`src/rtl/pwm_dac_pkg.sv`:
```
package pwm_dac_pkg;
  typedef enum logic [1:0] {
    RES_FULL = 2'd0,
    RES_LESS1 = 2'd1,
    RES_LESS2 = 2'd2,
    RES_FULL_ALT = 2'd3
  } res_sel_e;

  function automatic logic [1:0] res_shift(input res_sel_e r);
    case (r)
      RES_LESS1: res_shift = 2'd1;
      RES_LESS2: res_shift = 2'd2;
      default:   res_shift = 2'd0;
    endcase
  endfunction
endpackage

```
`src/rtl/pwm_timebase.sv`:
```
module pwm_timebase
  import pwm_dac_pkg::*;
#(
  parameter int PRESCALE = 2,
  parameter int CW = 8
) (
  input  logic          clk,
  input  logic          rst_n,
  input  res_sel_e      mode_next,
  output logic [CW-1:0] cnt,
  output logic          tick,
  output logic          wrap,
  output logic [1:0]    shift,
  output logic [CW-1:0] limit
);
  res_sel_e mode_act;

  generate
    if (PRESCALE > 1) begin : g_pre
      localparam int PW = $clog2(PRESCALE);
      localparam logic [PW-1:0] PLAST = PW'(PRESCALE - 1);
      logic [PW-1:0] pre;
      always_ff @(posedge clk or negedge rst_n) begin
        if (!rst_n) pre <= '0;
        else if (pre == PLAST) pre <= '0;
        else pre <= pre + 1'b1;
      end
      assign tick = (pre == PLAST);
    end else begin : g_nopre
      assign tick = 1'b1;
    end
  endgenerate

  assign shift = res_shift(mode_act);
  assign limit = {CW{1'b1}} >> shift;
  assign wrap  = tick && (cnt == limit);

  always_ff @(posedge clk or negedge rst_n) begin
    if (!rst_n) begin
      cnt      <= '0;
      mode_act <= RES_FULL;
    end else if (tick) begin
      if (cnt == limit) begin
        cnt      <= '0;
        mode_act <= mode_next;
      end else begin
        cnt <= cnt + 1'b1;
      end
    end
  end
endmodule

```
`src/rtl/pwm_duty_regs.sv`:
```
module pwm_duty_regs
  import pwm_dac_pkg::*;
#(
  parameter int NCH = 8,
  parameter int DW = 8,
  parameter int AW = 4
) (
  input  logic                    clk,
  input  logic                    rst_n,
  input  logic                    wr_en,
  input  logic [AW-1:0]           wr_addr,
  input  logic [DW-1:0]           wr_data,
  input  logic                    wrap,
  output logic [NCH-1:0][DW-1:0]  act_duty,
  output res_sel_e                mode_shadow
);
  localparam logic [AW-1:0] CTRL_ADDR = AW'(NCH);

  logic [NCH-1:0][DW-1:0] shadow;

  genvar i;
  generate
    for (i = 0; i < NCH; i++) begin : g_ch
      always_ff @(posedge clk or negedge rst_n) begin
        if (!rst_n) begin
          shadow[i]   <= '0;
          act_duty[i] <= '0;
        end else begin
          if (wrap) act_duty[i] <= shadow[i];
          if (wr_en && wr_addr == AW'(i)) shadow[i] <= wr_data;
        end
      end
    end
  endgenerate

  always_ff @(posedge clk or negedge rst_n) begin
    if (!rst_n) mode_shadow <= RES_FULL;
    else if (wr_en && wr_addr == CTRL_ADDR) mode_shadow <= res_sel_e'(wr_data[1:0]);
  end
endmodule

```
`src/rtl/pwm_compare.sv`:
```
module pwm_compare #(
  parameter int NCH = 8,
  parameter int DW = 8
) (
  input  logic [DW-1:0]          cnt,
  input  logic [1:0]             shift,
  input  logic [NCH-1:0][DW-1:0] act_duty,
  output logic [NCH-1:0]         level
);
  genvar i;
  generate
    for (i = 0; i < NCH; i++) begin : g_cmp
      logic [DW-1:0] thr;
      assign thr      = act_duty[i] >> shift;
      assign level[i] = (cnt < thr);
    end
  endgenerate
endmodule

```
`src/rtl/pwm_dac_bank.sv`:
```
module pwm_dac_bank
  import pwm_dac_pkg::*;
#(
  parameter int NCH = 8,
  parameter int DW = 8,
  parameter int PRESCALE = 2,
  parameter int AW = $clog2(NCH + 1)
) (
  input  logic           clk,
  input  logic           rst_n,
  input  logic           wr_valid,
  output logic           wr_ready,
  input  logic [AW-1:0]  wr_addr,
  input  logic [DW-1:0]  wr_data,
  output logic [NCH-1:0] pwm_level,
  output logic [NCH-1:0] pad_out,
  output logic [NCH-1:0] pad_oe
);
  logic [DW-1:0]          cnt;
  logic                   tick;
  logic                   wrap;
  logic [1:0]             shift;
  logic [DW-1:0]          limit;
  logic [NCH-1:0][DW-1:0] act_duty;
  res_sel_e               mode_shadow;
  logic                   ready_q;

  always_ff @(posedge clk or negedge rst_n) begin
    if (!rst_n) ready_q <= 1'b0;
    else ready_q <= 1'b1;
  end
  assign wr_ready = ready_q;

  pwm_timebase #(.PRESCALE(PRESCALE), .CW(DW)) u_tb (
    .clk(clk), .rst_n(rst_n), .mode_next(mode_shadow),
    .cnt(cnt), .tick(tick), .wrap(wrap), .shift(shift), .limit(limit)
  );

  pwm_duty_regs #(.NCH(NCH), .DW(DW), .AW(AW)) u_regs (
    .clk(clk), .rst_n(rst_n), .wr_en(wr_valid && ready_q),
    .wr_addr(wr_addr), .wr_data(wr_data), .wrap(wrap),
    .act_duty(act_duty), .mode_shadow(mode_shadow)
  );

  pwm_compare #(.NCH(NCH), .DW(DW)) u_cmp (
    .cnt(cnt), .shift(shift), .act_duty(act_duty), .level(pwm_level)
  );

  assign pad_out = '0;
  assign pad_oe  = ~pwm_level;
endmodule

```
`config.mk`:
```
export PLATFORM = sky130hd
export DESIGN_NAME = pwm_dac_bank
export DESIGN_NICKNAME = d
export VERILOG_FILES = /design/src/rtl/pwm_dac_pkg.sv /design/src/rtl/pwm_timebase.sv /design/src/rtl/pwm_duty_regs.sv /design/src/rtl/pwm_compare.sv /design/src/rtl/pwm_dac_bank.sv
export SDC_FILE = /design/constraint.sdc
export NUM_CORES = 1
export LEC_CHECK = 0
export BUFFER_PORTS_ARGS = -buffer_cell sky130_fd_sc_hd__buf_4
export CORE_MARGIN = 2
export CORE_UTILIZATION = 40
export CTS_CLUSTER_SIZE = 20
export DETAILED_ROUTE_END_ITERATION = 12
export GPL_ROUTABILITY_DRIVEN = 0
export GPL_TIMING_DRIVEN = 0
export PLACE_DENSITY = 0.6
export SLEW_MARGIN = 15
export SYNTH_ARGS = -nofsm -noshare
export SYNTH_HDL_FRONTEND = slang
export SYNTH_HIERARCHICAL = 1
export SYNTH_SLANG_ARGS = --single-unit
```
`constraint.sdc`:
```
create_clock -name clk -period 3 [get_ports clk]
set_input_delay 0.3 -clock clk [delete_from_list [all_inputs] [get_ports clk]]
set_output_delay 0.3 -clock clk [all_outputs]
set_load 0.03 [all_outputs]
```
# == Word level (Yosys, flattened, before mapping) ==
# Cells that the tools add are included.
# word_totals
regBits,142
# op_classes
shifts,9
add_sub_neg,2
n_reduce_logical,13
order_cmp,8
n_bitwise,1
eq_ne,11
muxes,3
# ops
op,n
$lt A8 B8 Y1,8
$shr A8 B2 Y8,8
$eq A4 B3 Y1 const B,4
$logic_and A1 B1 Y1,11
$add A8 B1 Y8 const B,1
$eq A4 B2 Y1 const B,2
$eq A8 B8 Y1,1
$mux W8,1
$not A8 Y8,1
$shr A8 B2 Y8 const A,1
$eq A4 B1 Y1 const B,1
$eq A4 B4 Y1 const B,1
$logic_not A4 Y1,1
$pmux W2 S2,1
$eq A2 B1 Y1 const B,1
$eq A2 B2 Y1 const B,1
$reduce_and A2 Y1,1
$add A1 B1 Y1 const B,1
$mux W1,1

# == Logic depth before layout (Yosys ltp) ==
# Gate-level depths: netlist of the first run.
# depth
depth_word,5
ltp_mapped,15

# == Cells and area by module ==
# The synthesis of the first run kept the hierarchy.
# modules_own_cells
mod,cells_each,area_per_inst_um2,instances
pwm_duty_regs,284,4937.2,1
pwm_compare,318,2477.4,1
pwm_timebase,55,594.3,1
pwm_dac_bank,20,128.9,1

# == Worst setup path before layout of the first run ==
# OpenSTA, ideal clock, no wires.
# synth_timing
path_type,register -> output
startpoint,register u_tb.mode_act[0]
endpoint,output port pad_oe[2]
path_stages_with_launch,12
path_buffers,3
t_arrival_ps,3278
path_slack_ps,-578
path_cell_list,dfrtp_1 > ha_1 > buf_6 > buf_8 > buf_4 > nor2_1 > a21oi_1 > ha_1 > a21o_1 > a21o_1 > a221oi_1 > inv_1
# synth_via
elab_chain_cells,5
# synth_rtl
element,line_no,source
start: declaration,pwm_timebase.sv:16,res_sel_e mode_act;
start signal: assignment,pwm_timebase.sv:45,mode_act <= mode_next;
$eq A2 B2 Y1 / $eq A2 B1 Y1 (equally long branches),pwm_dac_pkg.sv:10,case (r)
$pmux W2 S2 *,pwm_dac_pkg.sv:10,
via shift[0],pwm_dac_bank.sv:22,logic [1:0] shift;
$shr A8 B2 Y8 *,pwm_compare.sv:14,assign thr = act_duty[i] >> shift;
$lt A8 B8 Y1 *,pwm_compare.sv:15,assign level[i] = (cnt < thr);
via pwm_level[2],pwm_dac_bank.sv:15,"output logic [NCH-1:0] pwm_level,"
$not A8 Y8 *,pwm_dac_bank.sv:50,assign pad_oe = ~pwm_level;
end: declaration,pwm_dac_bank.sv:17,output logic [NCH-1:0] pad_oe
# The timed path passes the listed nets; every way through them passes the cells marked *.

# == Worst setup path after layout of the first run ==
# layout_timing
startpoint,register u_tb.mode_act[1]
endpoint,output port pwm_level[7]
# layout_via
elab_chain_cells,4
# layout_rtl
element,line_no
$eq A2 B2 Y1 / $eq A2 B1 Y1 (equally long branches),pwm_dac_pkg.sv:10
$pmux W2 S2 *,pwm_dac_pkg.sv:10
via shift[0],pwm_dac_bank.sv:22
$shr A8 B2 Y8 *,pwm_compare.sv:14
$lt A8 B8 Y1 *,pwm_compare.sv:15
end: declaration,pwm_dac_bank.sv:15
# Marks and branches as above.

==> key figures, run 1 <==
STA
  – Final hold viol count: 0
  – Fmax: 0.284 GHz
  – Tcrit/Tclk final: 117%
  – # setup viols final: 16
  – Fin worst setup slack: -0.523 ns
  – Max-slew violation count: 0
  – RSZ-0062 raised after global routing: true
  – Worst slew margin: 55.1%
  – Slew @ Worst Pin: 0.674 ns
  – Tmin final: 3.52 ns
  – Worst Skew: 0.00960 ns

Placed design
  – Hpwl dp: 14600 um
  – PortBufs: 29
  – Inst Count DP: 977
  – Worst slack, placed: -0.609 ns

Power
  – PwrDens: 457 nW/um2
  – Leakage power: 4.51 nW
  – Max VDD drop: 0.356 mV

Route
  – Final wirelength: 21700 um
  – Drt via density: 5.52
  – Via total after detailed routing: 5769
  – Routed WL per cell: 20.8 um
  – Post-route antenna net violation count: 0
  – DRC violations left: 0
  – Pre-antenna DRT Iters: 5
  – Initial DRC count: 416

Critical path
  – Worst EP arrival: 3.22 ns
  – Req. time, crit path: 2.70 ns
  – Crit-path max cell delay: 0.45 ns
  – FF-to-FF End: u_regs/act_duty[59]
  – Largest fanout on the critical path: 5
  – Slowest CP cell: a2111oi_4
  – Worst Setup Start Kind: flop
  – Setup crit start: u_tb/mode_act[1]
  – Setup CP Type: flop to primary output
  – CP endpoint kind: primary output
  – Flop2flop setup slack: 0.09 ns
  – Reg2reg path depth: 5
  – Cell Chain, Critical Path: inv_1, ha_2, buf_6, buf_12, buf_12, mux2i_4, nor2_1, a21oi_1, ha_1, a21o_1, a21o_1, a2111oi_4, buf_4
  – Worst setup path endpoint: pwm_level[7]
  – Reg-to-reg startpoint: u_tb/cnt[4]

Clocking
  – Longest Clk Path Bufs: 2
  – H-tree lvl count: 4
  – Root Driver: clkbuf_16
  – Clk sinks: 142
  – Worst skew pair latency: 0.43 ns
  – CTS tree: done
  – CTS buffer count: 17
  – CTS clock-pin slew for the worst setup and hold paths: 0.06 ns

Floorplan
  – Die Area: 21400 um2
  – Num ports: 40
  – DIE HEIGHT: 146 um
  – Die width: 146 um
  – Core box area: 20000 um2
  – Initial core utilization: 40.4%
  – Row count: 52

Finish
  – Area delta synth->final: 25.6%
  – Cell Count, Final, Fillers Out: 1045
  – Reg area: 3560 um2
  – Filler cells: 1817
  – Antenna cell count: 0
  – Footprint of the multi-input gates: 4590 um2
  – Layout Nets: 836
  – Share of cells above drive strength 1: 45.3%

Synth
  – Yosys warns: 6
  – Syn Inst Count: 670
  – Synthesized cell area: 8090 um2
  – Avg Synthesized Cell Area: 12.1 um2

Min path
  – Min-delay worst type: input pin to flop

Run
  – Max_cap viols: 0

Status
  – Status: finished with violations
  – Failing checks: setup timing

GRT
  – GRT overflow: 0
  – Global-route usage over all layers: 20.7%
  – Antenna violations before repair: 0
  – Maximum number of pins on one net before global-route repair: 84
  – Vias in the first global route: 6120
  – Global-route wire length before repair: 34300 um
how the worst min path moves through the flow:
stage | startpoint | depth (start not counted) | to
after floorplan | rst_n | 0 | u_regs/act_duty[0]
after global placement | u_regs/shadow[19] | 1 | u_regs/act_duty[19]
after detailed placement | rst_n | 1 | u_regs/shadow[54]
after CTS | wr_data[2] | 2 | u_regs/shadow[34]
after global routing | wr_data[3] | 2 | u_regs/shadow[35]
final | wr_data[2] | 2 | u_regs/shadow[34]
cell type report:
cell class                 count  share of cell area (%)
buffer                        38                    3.43
inverter                      22                   0.837
sequential                   142                    35.0
clock inverter                12                    1.56
clock buffer                  20                    4.39
timing repair buffer          66                    6.35
tap                          270                    3.32
multi-input combinational    475                    45.1
layer usage:
metal  track usage [%]  routed length, um  part of all wire (%)
met1              28.0               9770                    45
met2              32.1               9750                    45
met3              3.75               1260                   5.8
met4              10.5                904                   4.2
met5                 0                  0                     0
cell usage in the layout (no fill, tap or decap), drive strengths merged, types with 2 or more instances in the layout:
cell type and n:
mux2 149, nand3b 3, a211oi 6, inv 25, bufinv 3, nand4 10
o211ai 6, clkinvlp 2, ha 59, buf 95, a21o 18, mux2i 47
clkbuf 28, xnor2 3, o21ai 19, nor3 2, nor3b 3, a21oi 33
o31ai 3, and4 2, nand2 28, or2 8, xor2 2, or3 3
dfrtp 142, nor2 42, a221oi 2, conb 9, nand3 4, clkinv 4
a2111oi 6
critical path: cells and delay by family, from the launching register on:
kind	cells	cell delay, ns
AOI/OAI and AO/OA	4	0.93
adders and majority gates	2	0.43
buffers and inverters	5	0.73
DFF	1	0.40
muxes	1	0.24
and+or+nand+nor	1	0.05
power by group:
group          total [mW]  switching [mW]  internal, mW
Clock                2.18           0.845          1.34
Sequential           2.17          0.0816          2.09
Combinational       0.296           0.129         0.168
stage by stage:
stage | hold slack [ns] | setup TNS, ns | area (um2) | total power [mW] | util [%]
finish | 0.193 | -7.40 | 10200 | 4.65 | 50.7
global route | 0.197 | -9.45 | 10200 | 4.81 | 50.7
CTS | 0.189 | -7.18 | 9840 | 4.68 | 49.1
detailed placement | 0.268 | -15.97 | 8830 | 2.50 | 44.1
global placement | 0.480 | -16.83 | 8800 | 2.47 | 43.9
floorplan | 0.00441 | -0.128 | 8240 | 2.37 | -
registers in the layout, summed over array words and instances (netlist names):
| signal | count |
|---|---|
| u_tb/mode_act | 2 |
| wr_ready | 1 |
| u_regs/shadow | 64 |
| u_regs/mode_shadow | 2 |
| u_tb/cnt | 8 |
| u_tb/tick | 1 |
| u_regs/act_duty | 64 |
what timing repair did:
action                                  CTS  global route
gates resized for setup                  54            38
pin swaps                                16            16
endpoints found under the setup margin   76            76
setup buffers                            19            11
hold endpoints to repair                 59             0
hold buffers                              1             0
cloned                                    1             4
(Power assumes the default switching activity.)
==> run 2: changes to the inputs <==
--- a/config.mk
+++ b/config.mk
@@ -13,6 +13,7 @@
 export GPL_ROUTABILITY_DRIVEN = 0
 export GPL_TIMING_DRIVEN = 0
 export PLACE_DENSITY = 0.6
+export SETUP_SLACK_MARGIN = 0.02
 export SLEW_MARGIN = 15
 export SYNTH_ARGS = -nofsm -noshare
 export SYNTH_HDL_FRONTEND = slang
==> run 2 against run 1 <==
  * Via count is 0.16% lower
  * Worst setup slack better by 0.14 ns
  * The flow still finishes with violations (setup timing)
  * Count of clock-buffer cells in the layout is 2 lower
  * Largest power group is now sequential cells
  * Clock skew is 0.00099 ns lower
  * Highest routed layer unchanged
  * Critical endpoint is now pwm_level[0]
  * First-iteration DRC count is 10% lower
  * Hold slack better by 0.0039 ns
  * Register-to-register slack better by 0.03 ns
==> key figures, run 2 (synthesis results as in run 1) <==
Finish
  – Final Instance Area: 10300 um2
  – Area delta synth->final: 27.5%
  – Cell Count, Final, Fillers Out: 1045
  – Share of cells above drive strength 1: 48.6%
  – Layout Nets: 837
  – Antenna cell count: 0
  – Final Core Density: 51.5%
  – Biggest regs: u_regs/act_duty x64, u_regs/shadow x64, u_tb/cnt x8
  – Most frequent cells in the layout: 138 x mux2_2, 138 x dfrtp_1, 61 x buf_4

GRT
  – Maximum number of pins on one net before global-route repair: 97
  – Vias in the first global route: 5951
  – Top Usage Layer GRT: met2
  – GRT overflow: 0
  – Grt met1 use: 27.6%
  – Met3 usage: 3.50%
  – Global-route wire length before repair: 33800 um
  – Global-route usage over all layers: 20.6%
  – Antenna violations before repair: 0
  – Met2 usage: 33.6%

Floorplan
  – Row count: 52
  – Die width: 146 um
  – Num ports: 40
  – Core box area: 20000 um2
  – DIE HEIGHT: 146 um
  – Die Area: 21400 um2
  – Initial core utilization: 40.4%

Power
  – Power, Total: 4.53 mW
  – PwrDens: 439 nW/um2
  – Leakage power: 4.52 nW
  – Max VDD drop: 0.346 mV

Status
  – Failing checks: setup timing
  – Status: finished with violations

Placed design
  – PortBufs: 29
  – Hpwl dp: 14800 um
  – Dpl cell area: 8840 um2
  – Inst Count DP: 977

STA
  – Fmax: 0.296 GHz
  – Tmin final: 3.38 ns
  – Worst slew margin: 48.1%
  – RSZ-0062 raised after global routing: true
  – Setup TNS: -5.37 ns
  – Worst Skew: 0.00861 ns
  – Tcrit/Tclk final: 113%
  – Slew @ Worst Pin: 0.778 ns
  – Max-slew violation count: 0
  – Fin worst setup slack: -0.382 ns
  – Final hold viol count: 0
  – # setup viols final: 16

Clocking
  – Clk sinks: 142
  – CTS clock-pin slew for the worst setup and hold paths: 0.06 ns
  – Longest Clk Path Bufs: 2
  – H-tree lvl count: 4
  – CTS tree: done
  – CTS buffer count: 17
  – Worst skew pair latency: 0.43 ns
  – Root Driver: clkbuf_16

Critical path
  – CP endpoint kind: primary output
  – Worst EP arrival: 3.08 ns
  – Setup CP Type: flop to primary output
  – Worst Setup Start Kind: flop
  – Req. time, crit path: 2.70 ns
  – Largest fanout on the critical path: 10

Route
  – Post-route antenna net violation count: 0
  – Drt via density: 5.51
  – Via total after detailed routing: 5760
  – Initial DRC count: 374
  – Pre-antenna DRT Iters: 5
  – Routed WL per cell: 20.8 um
  – Final wirelength: 21700 um
  – DRC violations left: 0

Min path
  – Min-delay worst type: input pin to flop

Run
  – Max_cap viols: 0
## run 2: routing by layer
metal	share of wire (%)	wire length, um	vias up
met5	0	0	-
met4	2.8	609	0
met3	4.1	880	37
met2	48	10400	174
met1	45	9760	2947
li1	-	-	2602
## run 2: cell type report
cell class	instances	area, um2
well taps	270	338
flip-flops and latches	142	3560
clock inverters	13	141
repair buffers	68	663
clock buffers	18	439
plain buffers	37	363
multi-input cells	475	4730
fillers	1720	9720
inverters	22	90.1
## run 2: timing repair
| action | CTS | global route |
|---|---|---|
| hold endpoints to repair | 46 | 0 |
| endpoints found under the setup margin | 76 | 76 |
| pin swaps | 27 | 21 |
| resized for setup | 87 | 46 |
| hold buffers | 1 | 0 |
| setup buffers | 23 | 11 |
| gates cloned | 3 | 0 |
## run 2: report_power, final
| part | switching (mW) | total (mW) | internal (mW) |
|---|---|---|---|
| Sequential | 0.0850 | 2.17 | 2.09 |
| Clock | 0.827 | 2.07 | 1.24 |
| Combinational | 0.124 | 0.291 | 0.167 |
## run 2: final timing paths
kind,from,endpoint,slack [ns],cells past startpoint
min in group asynchronous,rst_n,u_regs/shadow[16],0.36,2
max,u_tb/mode_act[1],pwm_level[0],-0.38,11
max reg2reg,u_tb/cnt[6],u_regs/act_duty[23],0.12,5
max in group asynchronous,rst_n,u_tb/cnt[2],1.84,3
min reg2reg,u_regs/shadow[26],u_regs/act_duty[26],0.50,1
min,wr_data[3],u_regs/shadow[19],0.20,2
## run 2: critical path, stage by stage (launching register included)
cell and delay, ns:
dfrtp_1 0.40, buf_4 0.15, ha_4 0.16, buf_6 0.14, buf_4 0.14, buf_6 0.15
o22a_1 0.25, ha_4 0.23, a21o_1 0.16, a21o_1 0.19, a2111oi_4 0.46, buf_4 0.24
## run 2: per-stage QoR
step	hold slack, ns	setup WS [ns]
floorplan	0.00441	-0.0564
global placement	0.479	-0.400
detailed placement	0.224	-0.504
CTS	0.191	-0.501
global route	0.200	-0.488
finish	0.197	-0.382
==> run 3: changes to the inputs <==
--- a/config.mk
+++ b/config.mk
@@ -8,6 +8,7 @@
 export BUFFER_PORTS_ARGS = -buffer_cell sky130_fd_sc_hd__buf_4
 export CORE_MARGIN = 2
 export CORE_UTILIZATION = 40
+export CTS_CLUSTER_DIAMETER = 100
 export CTS_CLUSTER_SIZE = 20
 export DETAILED_ROUTE_END_ITERATION = 12
 export GPL_ROUTABILITY_DRIVEN = 0
==> constraint.sdc (replaced) <==
create_clock -name clk -period 3 [get_ports clk]
set_input_delay 0.3 -clock clk [delete_from_list [all_inputs] [get_ports clk]]
set_output_delay 0.3 -clock clk [all_outputs]
set_load 0.05 [all_outputs]
==> run 3 against run 2 <==
  * The flow still finishes with violations (setup timing)
  * Total power shrank 0.89%
  * Die area is the same
  * Sequential share of layout area grew 0.70 points
  * Worst setup slack lost 0.11 ns
  * Critical endpoint is now pad_oe[1]
  * Largest cell class unchanged
  * Largest power group unchanged
  * Highest routed layer unchanged
==> key figures, run 3 (synthesis results as in run 1) <==
Status
  – Status: finished with violations
  – Failing checks: setup timing

Finish
  – Commonest non-fill, non-tap cell in the layout: mux2_2
  – Filler cells: 1792
  – Biggest regs: u_regs/act_duty x64, u_regs/shadow x64, u_tb/cnt x8
  – Share of cells above drive strength 1: 44.9%
  – Most frequent cells in the layout: 140 x mux2_2, 137 x dfrtp_1, 50 x ha_1
  – Area delta synth->final: 25.0%
  – Antenna cell count: 0
  – Layout Nets: 829

Power
  – Max VDD drop: 0.295 mV
  – Combinational group share of total power: 6.8%
  – Power Internal: 3.46 mW
  – Sw power: 1.03 mW
  – Leakage power: 4.46 nW
  – Clk pwr share: 44.9%
  – Power, Total: 4.49 mW
  – PwrDens: 444 nW/um2
  – Seq pwr share: 48.3%
  – Sw Ratio: 23.0%

Floorplan
  – Initial core utilization: 40.4%
  – Die width: 146 um
  – Num ports: 40
  – Die Area: 21400 um2
  – Core box area: 20000 um2
  – DIE HEIGHT: 146 um
  – Row count: 52

STA
  – Max-slew violation count: 0
  – Fmax: 0.286 GHz
  – Slew @ Worst Pin: 0.675 ns
  – Final hold viol count: 0
  – Tcrit/Tclk final: 116%
  – Worst Skew: 0.00654 ns
  – Setup TNS: -6.71 ns
  – Tmin final: 3.49 ns
  – # setup viols final: 16
  – Fin worst setup slack: -0.494 ns
  – RSZ-0062 raised after global routing: true
  – Worst slew margin: 55.0%

Route
  – Initial DRC count: 451
  – Drt via density: 5.45
  – Via total after detailed routing: 5649
  – DRC violations left: 0
  – Final wirelength: 21200 um
  – Pre-antenna DRT Iters: 5
  – Post-route antenna net violation count: 0
  – Routed WL per cell: 20.5 um

Run
  – Max_cap viols: 0

Clocking
  – CTS buffer count: 17
  – Worst skew pair latency: 0.42 ns
  – CTS clock-pin slew for the worst setup and hold paths: 0.06 ns
  – Clk sinks: 142
  – CTS tree: done
  – Longest Clk Path Bufs: 2
  – Root Driver: clkbuf_16
  – H-tree lvl count: 4

Critical path
  – Reg-to-reg startpoint: u_tb/cnt[6]
  – FF-to-FF End: u_regs/act_duty[14]
  – Worst Setup Start Kind: flop
  – Setup crit start: u_tb/mode_act[0]
  – Req. time, crit path: 2.70 ns
  – Worst setup path endpoint: pad_oe[1]
  – CP endpoint kind: primary output
  – Reg2reg path depth: 5
  – Flop2flop setup slack: 0.09 ns
  – Worst EP arrival: 3.19 ns
  – Setup CP Type: flop to primary output
  – Largest fanout on the critical path: 11

GRT
  – GRT overflow: 0
  – Global-route usage over all layers: 20.4%
  – Antenna violations before repair: 0
  – Global-route wire length before repair: 33500 um
  – Maximum number of pins on one net before global-route repair: 86
  – Vias in the first global route: 5899

Min path
  – Min-delay worst type: input pin to flop

Placed design
  – Hpwl dp: 14500 um
  – PortBufs: 29
## run 3: cell types whose count changed in the layout (fill, tap and decap cells not counted), sizes merged
cell,delta
buf,-10
clkbuf,+7
clkinv,-5
bufinv,-1
clkinvlp,+1
## run 3: how the worst min path moves through the flow
| stage | start | endpoint | slack, ns | depth (start not counted) |
|---|---|---|---|---|
| final | wr_data[3] | u_regs/shadow[19] | 0.19 | 2 |
| after global routing | wr_data[2] | u_regs/shadow[2] | 0.20 | 2 |
| after CTS | wr_data[3] | u_regs/shadow[19] | 0.19 | 2 |
| after detailed placement | rst_n | u_regs/shadow[53] | 0.25 | 1 |
| after global placement | u_regs/shadow[20] | u_regs/act_duty[20] | 0.48 | 1 |
| after floorplan | rst_n | u_regs/act_duty[0] | 0.004 | 0 |
## run 3: timing repair
action / CTS / global route
cloned: 1 / 1
hold buffers: 1 / 0
pin swaps: 17 / 23
endpoints found under the hold margin: 57 / 0
setup buffers: 16 / 11
resized for setup: 66 / 34
endpoints found under the setup margin: 76 / 76
## run 3: layer usage
layer  up-vias  GRT usage (%)  routed length (um)
met5         -              0                   0
met4         0           7.28                 585
met3        44           3.88                 909
met2       179           33.5               10100
met1      2840           27.0                9630
li1       2586              -                   -
## run 3: cell type report
type	instances	area [um2]	area share, %
Multi-Input combinational cell	475	4590	45.3
Tap cell	270	338	3.34
Clock buffer	23	478	4.72
Buffer	37	352	3.47
Sequential cell	142	3560	35.2
Timing Repair Buffer	60	638	6.31
Clock inverter	8	82.6	0.816
Inverter	22	85.1	0.841
## run 3: through the flow
step / instances / util, % / hold WS, ns / setup slack (ns) / area, um2
after detailed placement: 977 / 44.2 / 0.252 / -0.632 / 8860
after global routing: 1037 / 50.5 / 0.203 / -0.614 / 10100
final: 1037 / 50.5 / 0.193 / -0.494 / 10100
after global placement: 976 / 44.0 / 0.481 / -0.562 / 8820
after floorplan: 677 / - / 0.00441 / -0.332 / 8270
after CTS: 1025 / 49.2 / 0.193 / -0.429 / 9850
## run 3: critical path: stages (launching register included)
cell       delay [ns]
dfrtp_1          0.43
ha_4             0.21
buf_12           0.12
buf_12           0.12
buf_12           0.14
clkbuf_16        0.16
nor2_4           0.17
buf_4            0.16
nand2_1          0.06
ha_1             0.32
nand4_1          0.14
nor2_1           0.09
a2111oi_4        0.41
inv_2            0.07
buf_8            0.16
## run 3: power groups by stage
stage,Combinational [mW],Sequential [mW],Clock (mW)
3_3_place_gp,0.289,2.19,0
5_1_grt,0.333,2.19,2.15
2_1_floorplan,0.207,2.17,0
3_5_place_dp,0.307,2.20,0
6_report,0.303,2.17,2.02
4_1_cts,0.310,2.17,2.06
